==> src/rtl/pdi_pkg.sv <==
package pdi_pkg;

    typedef enum logic [1:0] {
        MD_STD  = 2'b00,
        MD_ILV  = 2'b01,
        MD_DUAL = 2'b10,
        MD_RSV  = 2'b11
    } pack_mode_e;

    typedef enum logic [2:0] {
        ST_EMPTY,
        ST_ONE,
        ST_FIRST,
        ST_SECOND,
        ST_PEER_WAIT
    } slot_state_e;

    // Strobe pattern a given mode accepts: both halves for the two-sample
    // modes, low half only otherwise (upper half protected).
    function automatic logic strb_ok(input logic [1:0] mode, input logic [1:0] strb);
        if (mode == MD_ILV || mode == MD_DUAL)
            return strb == 2'b11;
        else
            return strb == 2'b01;
    endfunction

endpackage

==> src/rtl/pdi_slot.sv <==
module pdi_slot
    import pdi_pkg::*;
#(
    parameter int HW = 16
) (
    input  logic          clk,
    input  logic          rst_n,
    input  logic          en,
    input  logic          ld_one,
    input  logic          ld_two,
    input  logic          ld_wait,
    input  logic [2*HW-1:0] ld_word,
    input  logic          peer_go,
    input  logic          smp_ready,
    output logic          smp_valid,
    output logic [HW-1:0] smp_data,
    output logic          empty,
    output logic          accept
);

    localparam int WW = 2 * HW;

    slot_state_e       state_q, state_d;
    logic [WW-1:0]     word_q, word_d;

    // state register
    always_ff @(posedge clk or negedge rst_n) begin
        if (!rst_n) begin
            state_q <= ST_EMPTY;
            word_q  <= '0;
        end else begin
            state_q <= state_d;
            word_q  <= word_d;
        end
    end

    // next state
    always_comb begin
        state_d = state_q;
        word_d  = word_q;
        if (!en) begin
            state_d = ST_EMPTY;
        end else begin
            unique case (state_q)
                ST_EMPTY: begin
                    if (ld_one) begin
                        state_d = ST_ONE;
                        word_d  = ld_word;
                    end else if (ld_two) begin
                        state_d = ST_FIRST;
                        word_d  = ld_word;
                    end else if (ld_wait) begin
                        state_d = ST_PEER_WAIT;
                        word_d  = ld_word;
                    end
                end
                ST_ONE:       if (accept)  state_d = ST_EMPTY;
                ST_FIRST:     if (accept)  state_d = ST_SECOND;
                ST_SECOND:    if (accept)  state_d = ST_EMPTY;
                ST_PEER_WAIT: if (peer_go) state_d = ST_ONE;
                default:                   state_d = ST_EMPTY;
            endcase
        end
    end

    // outputs
    always_comb begin
        smp_valid = 1'b0;
        smp_data  = '0;
        unique case (state_q)
            ST_ONE, ST_FIRST: begin
                smp_valid = 1'b1;
                smp_data  = word_q[HW-1:0];
            end
            ST_SECOND: begin
                smp_valid = 1'b1;
                smp_data  = word_q[WW-1:HW];
            end
            default: begin
                smp_valid = 1'b0;
                smp_data  = '0;
            end
        endcase
    end

    assign accept = smp_valid && smp_ready;
    assign empty  = (state_q == ST_EMPTY);

    AST_HOLD_STABLE: assert property (@(posedge clk) disable iff (!rst_n)
        (smp_valid && !smp_ready && en) |=> (smp_valid && $stable(smp_data)));

    AST_FLUSH_IDLE: assert property (@(posedge clk) disable iff (!rst_n)
        !en |=> !smp_valid);

    AST_LOAD_ONLY_EMPTY: assert property (@(posedge clk) disable iff (!rst_n)
        (ld_one || ld_two || ld_wait) |-> empty);

    AST_LOAD_ONEHOT: assert property (@(posedge clk) disable iff (!rst_n)
        $onehot0({ld_one, ld_two, ld_wait}));

endmodule

==> src/rtl/pdi_wr_ctrl.sv <==
module pdi_wr_ctrl
    import pdi_pkg::*;
#(
    parameter int HW = 16
) (
    input  logic            clk,
    input  logic            rst_n,
    input  logic [1:0]      ch_en,
    input  logic [1:0]      mode0,
    input  logic [1:0]      mode1,
    input  logic            wr_en,
    input  logic            wr_ch,
    input  logic [1:0]      wr_strb,
    input  logic [2*HW-1:0] wr_data,
    input  logic [1:0]      flag_clr,
    input  logic [1:0]      empty,
    output logic [1:0]      ld_one,
    output logic [1:0]      ld_two,
    output logic [1:0]      ld_wait,
    output logic [2*HW-1:0] ld_word0,
    output logic [2*HW-1:0] ld_word1,
    output logic [1:0]      overrun,
    output logic [1:0]      wr_err
);

    localparam int WW = 2 * HW;

    logic       dual0, busy0, busy1;
    logic [1:0] set_ovr, set_err;

    assign dual0 = (pack_mode_e'(mode0) == MD_DUAL);
    assign busy0 = !empty[0] || (dual0 && !empty[1]);
    assign busy1 = !empty[1];

    always_comb begin
        ld_one   = '0;
        ld_two   = '0;
        ld_wait  = '0;
        set_ovr  = '0;
        set_err  = '0;
        ld_word0 = wr_data;
        ld_word1 = wr_data;
        if (wr_en && !wr_ch && ch_en[0]) begin
            if (!strb_ok(mode0, wr_strb)) begin
                set_err[0] = 1'b1;
            end else if (busy0) begin
                set_ovr[0] = 1'b1;
            end else begin
                unique case (pack_mode_e'(mode0))
                    MD_ILV:  ld_two[0] = 1'b1;
                    MD_DUAL: begin
                        ld_one[0] = 1'b1;
                        if (ch_en[1]) begin
                            ld_wait[1] = 1'b1;
                            ld_word1   = {{HW{1'b0}}, wr_data[WW-1:HW]};
                        end
                    end
                    default: ld_one[0] = 1'b1;
                endcase
            end
        end else if (wr_en && wr_ch && ch_en[1]) begin
            if (dual0 || pack_mode_e'(mode1) == MD_DUAL || !strb_ok(mode1, wr_strb)) begin
                set_err[1] = 1'b1;
            end else if (busy1) begin
                set_ovr[1] = 1'b1;
            end else if (pack_mode_e'(mode1) == MD_ILV) begin
                ld_two[1] = 1'b1;
            end else begin
                ld_one[1] = 1'b1;
            end
        end
    end

    always_ff @(posedge clk or negedge rst_n) begin
        if (!rst_n) begin
            overrun <= '0;
            wr_err  <= '0;
        end else begin
            overrun <= (overrun & ~flag_clr) | set_ovr;
            wr_err  <= (wr_err  & ~flag_clr) | set_err;
        end
    end

    AST_ERR_STICKY: assert property (@(posedge clk) disable iff (!rst_n)
        (wr_err[0] && !flag_clr[0]) |=> wr_err[0]);

    AST_OVR_STICKY: assert property (@(posedge clk) disable iff (!rst_n)
        (overrun[1] && !flag_clr[1]) |=> overrun[1]);

    AST_CH1_PROTECT: assert property (@(posedge clk) disable iff (!rst_n)
        (wr_en && wr_ch && ch_en[1] && (mode0 == 2'b10 || mode1 == 2'b10))
        |=> wr_err[1]);

    AST_CH1_NO_LOAD_PROT: assert property (@(posedge clk) disable iff (!rst_n)
        (wr_en && wr_ch && (mode1 == 2'b10)) |-> !(ld_one[1] || ld_two[1]));

endmodule

==> src/rtl/pdi_pack_unit.sv <==
module pdi_pack_unit
    import pdi_pkg::*;
#(
    parameter int HW = 16
) (
    input  logic            clk,
    input  logic            rst_n,
    input  logic [1:0]      ch_en,
    input  logic [1:0]      mode_ch0,
    input  logic [1:0]      mode_ch1,
    input  logic            wr_en,
    input  logic            wr_ch,
    input  logic [1:0]      wr_strb,
    input  logic [2*HW-1:0] wr_data,
    input  logic [1:0]      flag_clr,
    input  logic [1:0]      smp_ready,
    output logic [1:0]      smp_valid,
    output logic [HW-1:0]   smp_data_ch0,
    output logic [HW-1:0]   smp_data_ch1,
    output logic [1:0]      overrun,
    output logic [1:0]      wr_err
);

    localparam int NCH = 2;
    localparam int WW  = 2 * HW;

    logic [NCH-1:0] ld_one, ld_two, ld_wait, empty, accept, peer_go;
    logic [WW-1:0]  ld_word0, ld_word1;
    logic [HW-1:0]  sdata [NCH];

    pdi_wr_ctrl #(.HW(HW)) u_wr (
        .clk      (clk),
        .rst_n    (rst_n),
        .ch_en    (ch_en),
        .mode0    (mode_ch0),
        .mode1    (mode_ch1),
        .wr_en    (wr_en),
        .wr_ch    (wr_ch),
        .wr_strb  (wr_strb),
        .wr_data  (wr_data),
        .flag_clr (flag_clr),
        .empty    (empty),
        .ld_one   (ld_one),
        .ld_two   (ld_two),
        .ld_wait  (ld_wait),
        .ld_word0 (ld_word0),
        .ld_word1 (ld_word1),
        .overrun  (overrun),
        .wr_err   (wr_err)
    );

    // channel 1 leaves the forward wait once channel 0 has taken its sample
    assign peer_go = {accept[0] | ~ch_en[0], 1'b0};

    for (genvar g = 0; g < NCH; g++) begin : g_slot
        pdi_slot #(.HW(HW)) u_slot (
            .clk       (clk),
            .rst_n     (rst_n),
            .en        (ch_en[g]),
            .ld_one    (ld_one[g]),
            .ld_two    (ld_two[g]),
            .ld_wait   (ld_wait[g]),
            .ld_word   ((g == 0) ? ld_word0 : ld_word1),
            .peer_go   (peer_go[g]),
            .smp_ready (smp_ready[g]),
            .smp_valid (smp_valid[g]),
            .smp_data  (sdata[g]),
            .empty     (empty[g]),
            .accept    (accept[g])
        );
    end

    assign smp_data_ch0 = sdata[0];
    assign smp_data_ch1 = sdata[1];

    AST_FWD_AFTER_CH0: assert property (@(posedge clk) disable iff (!rst_n)
        (ld_wait[1] && ch_en[0]) |=> !smp_valid[1]);

    AST_DUAL_BUSY: assert property (@(posedge clk) disable iff (!rst_n)
        (mode_ch0 == 2'b10 && !empty[1]) |-> !ld_one[0] && !ld_two[0]);

endmodule

==> config.mk <==
export PLATFORM = sky130hd
export DESIGN_NAME = pdi_pack_unit
export DESIGN_NICKNAME = d
export VERILOG_FILES = /design/src/rtl/pdi_pkg.sv /design/src/rtl/pdi_slot.sv /design/src/rtl/pdi_wr_ctrl.sv /design/src/rtl/pdi_pack_unit.sv
export SDC_FILE = /design/constraint.sdc
export NUM_CORES = 1
export LEC_CHECK = 0
export ABC_AREA = 1
export CAP_MARGIN = 20
export CORE_ASPECT_RATIO = 1.2
export CORE_MARGIN = 2
export CORE_UTILIZATION = 45
export CTS_CLUSTER_DIAMETER = 120
export DETAILED_ROUTE_END_ITERATION = 8
export DONT_BUFFER_PORTS = 1
export MAX_ROUTING_LAYER = met4
export PLACE_DENSITY = 0.7
export SLEW_MARGIN = 30
export SYNTH_ARGS = -nofsm -noshare
export SYNTH_HDL_FRONTEND = slang
export SYNTH_SLANG_ARGS = --single-unit
==> constraint.sdc <==
create_clock -name clk -period 2.15 [get_ports clk]
set_input_delay 0.43 -clock clk [delete_from_list [all_inputs] [get_ports clk]]
set_output_delay 0.43 -clock clk [all_outputs]
set_load 0.02 [all_outputs]
==> impl_metrics.tcl <==
set metrics [dict create \
    layoutNonFillerInstCount 652 \
    drcViolationCount 0 \
    yosys-top-cells-count "sky130_fd_sc_hd__nand2_1, sky130_fd_sc_hd__dfrtp_1, sky130_fd_sc_hd__inv_1" \
    netlist.area_leader.share_pct 47.36 \
    status "finished, final reports clean" \
    setup_tns_ns 0 \
    initial_utilization_pct 45.53 \
    total_wire_length_um 9921 \
    die_area_sq_mm 0.009332 \
    clock_insertion_delay_at_the_later_pin_of_the_skew_report_ns 0.36 \
    routed-via-count 3284 \
    dominant_cell_by_count_in_the_synthesized_netlist "sky130_fd_sc_hd__nand2_1" \
    netlist-cell-type-count 26 \
    async_reset_ff_share_pct 100.0 \
    drive_above_1_share_pct 17.01 \
    maximum_number_of_pins_on_one_net_before_global_route_repair 74 \
    cts_tree "done" \
    main_combinational_cell_family_by_area_after_synthesis "simple AND/OR/NAND/NOR gates" \
    antenna_violating_nets_post_route 0 \
    post_drt_wl_per_cell_um 15.22 \
    maximum_single_stage_delay_on_the_critical_path_ns 0.40 \
    tightestPinTransition_ns 0.6861 \
    synth_largest_area_cell "sky130_fd_sc_hd__dfrtp_1" \
    worst-endpoint-required_ns 1.72 \
    synth_fa_ha_area_share_pct 2.919 \
    cts_num_sinks 73 \
    synth_compound_area_share_pct 13.10 \
    top_level_ports 86 \
    area_inside_the_core_boundary_sq_mm 0.008472 \
    ir_worst_vdd_mv 0.6652 \
    critical_path.slowest_cell "sky130_fd_sc_hd__dfrtp_1" \
    hold_path_class "in -> reg" \
    clock_skew_ns 0.009924 \
    area_contributors_post_synth "sky130_fd_sc_hd__dfrtp_1, sky130_fd_sc_hd__nand2_1, sky130_fd_sc_hd__o21ai_0" \
    timing.critical_path.buf_inv 3 \
    detailed_place_hpwl_um 7063 \
    grt_pass1_wl_um 15750 \
    headroom_to_the_max_slew_limit_pct 54.19 \
    diodes 0 \
    power-per-cell-area_mw_per_mm2 1125 \
    antenna_found_initial 0 \
    clk_buf_depth 2 \
    grt_pass1_vias 3374 \
    grt_setup_unrepaired "false" \
    clock.fmax_mhz 478.5 \
    num-nets-final 587 \
    minimum_clock_period_ns 2.090 \
    num_rows 37 \
    synthMuxAreaShare_pct 0 \
    synth_enable_flop_cells 0 \
    detail_route.vias_per_cell 5.037 \
    synth.avg_cell_area_sq_um 7.654 \
    path_class "reg -> out" \
    layout_worst_path_cycle_share_pct 97.20 \
    endpoint_kind "primary output" \
    overall_global_routing_resource_usage_pct 22.91 \
    timing.final.max_slew_violations 0 \
    max_cap_violations 0 \
    total_leakage_power_nw 2.311 \
    h-tree-depth 3 \
    worst-endpoint-arrival_ns 1.66 \
    drt-pass1-iter-count 4 \
    hold_viol_final 0 \
    highest_fanout_seen_on_the_critical_path 8 \
    synth_nets 561 \
    gp_routability_congestion 0.8507 \
    drt_iter0_markers 226 \
    worst_setup_hold_path_clk_slew_ns 0.08 \
    ctsRootBufferMaster "sky130_fd_sc_hd__clkbuf_8" \
    post_synth_xor_xnor_area_pct 0 \
    numCtsBuffers 9 \
    cell_family_with_most_cp_delay "flip-flops" \
    final_area_sq_mm 0.004471 \
    placedInstanceArea_sq_mm 0.004099 \
    syn-instance-count 504 \
    overflow 0 \
    ys.warnings.count 0 \
    setup-violations-final 0 \
    path_cells "inv_2 > ha_4 > buf_6 > nand2_1 > a21oi_2 > buf_4" \
    numPortBuffers 0 \
    die_width_um 88.52 \
    synth_simple_gate_area_share_pct 27.21 \
    synth_ff_type "sky130_fd_sc_hd__dfrtp_1" \
    fp.dieH_um 105.4 \
    area.growth.synth_to_final_pct 15.89 \
    synth-seq-cells 73 \
    synth.yosys.seq_area_share_pct 47.36 \
    worst_setup_path_start_kind "register" \
    mappedNetlistArea_sq_mm 0.003857 \
    placedCellCount 629 \
]
-- registers in the layout, indices dropped and copies added (netlist names) --
name	flops
g_slot.u_slot.word_q	64
g_slot.u_slot.state_q	5
u_wr.overrun	2
u_wr.wr_err	2
-- report_power, final --
| group | internal (mW) | switching, mW | leakage [nW] |
|---|---|---|---|
| Clock | 0.665 | 0.573 | 0.110 |
| Combinational | 0.633 | 0.967 | 1.28 |
| Sequential | 1.91 | 0.282 | 0.924 |
| Total | 3.21 | 1.82 | 2.31 |
-- layout by cell type, fill, tap and decap left out, drive strengths merged, types with 2 or more instances in the layout --
cell type,synthesis,final
nand2,208,208
nand3,24,24
inv,52,54
o21ai,60,60
a22o,8,8
o22ai,3,3
clkbuf,10,9
buf,17,41
ha,9,9
nor2,18,18
nand4,2,2
a21oi,17,17
clkinv,0,2
dfrtp,73,73
bufinv,0,2
-- worst paths after layout --
path                                                   from                     endpoint  slack, ns  depth (start not counted)
worst max-delay path            g_slot[0].u_slot.state_q[0]             smp_data_ch0[12]       0.06                          6
worst min-delay path                            flag_clr[1]              u_wr.overrun[1]       0.16                          1
worst max register to register  g_slot[1].u_slot.state_q[0]  g_slot[1].u_slot.word_q[11]       0.31                         10
worst min register to register  g_slot[0].u_slot.word_q[12]  g_slot[0].u_slot.word_q[12]       0.48                          2
max in group asynchronous                             rst_n  g_slot[1].u_slot.word_q[23]       1.18                          2
min in group asynchronous                             rst_n              u_wr.overrun[0]       0.67                          2
-- logic make-up after synthesis --
kind of cell / count (synthesis)
adders and majority gates: 9
DFF: 73
AOI/OAI and AO/OA: 90
and+or+nand+nor: 253
buffers and inverters: 79
-- per-layer routing --
metal | wire (um) | global-route usage [%]
met1 | 3826 | 25.45
met2 | 4983 | 37.59
met3 | 787 | 6.265
met4 | 323 | 10.93
met5 | 0 | -
-- area by class of cell --
cell class	count	area [sq um]
inverters	52	195.2
clock inverters	7	102.6
multi-input cells	352	1728
flip-flops and latches	73	1829
repair buffers	42	345.3
well taps	117	146.4
clock buffers	9	123.9
fillers	838	4001
-- worst reg2reg max path, stage by stage, from the launching register on --
cell                      delay, ns
sky130_fd_sc_hd__dfrtp_2       0.45
sky130_fd_sc_hd__nor2_4        0.14
sky130_fd_sc_hd__nand2_2       0.10
sky130_fd_sc_hd__nand2_2       0.07
sky130_fd_sc_hd__nand2_2       0.08
sky130_fd_sc_hd__nor2_4        0.17
sky130_fd_sc_hd__nand2_4       0.29
sky130_fd_sc_hd__nand2_1       0.16
sky130_fd_sc_hd__o21ai_0       0.09
sky130_fd_sc_hd__nand2_1       0.08
sky130_fd_sc_hd__o21ai_0       0.10
-- stage by stage --
stage | util, % | hold WS (ns) | power (mW) | worst slack [ns]
2_1_floorplan | - | 0.1344 | 3.149 | 0.1029
3_3_place_gp | 48.38 | 0.1365 | 3.503 | 0.1918
4_1_cts | 52.28 | 0.1502 | 4.987 | 0.01076
5_1_grt | 52.77 | 0.1465 | 5.389 | 0.002390
3_5_place_dp | 48.38 | 0.1362 | 3.576 | 0.1094
6_report | 52.77 | 0.1591 | 5.030 | 0.06012
-- timing repair --
item | CTS | global route
endpoints found under the setup margin | 25 | 31
setup buffers | 3 | 1
pin swaps | 0 | 1
hold endpoints to repair | 73 | 0
gates cloned | 1 | 0
gates resized for setup | 9 | 20
hold buffers | 2 | 0
Note: power is estimated with default switching activity, not from simulation.
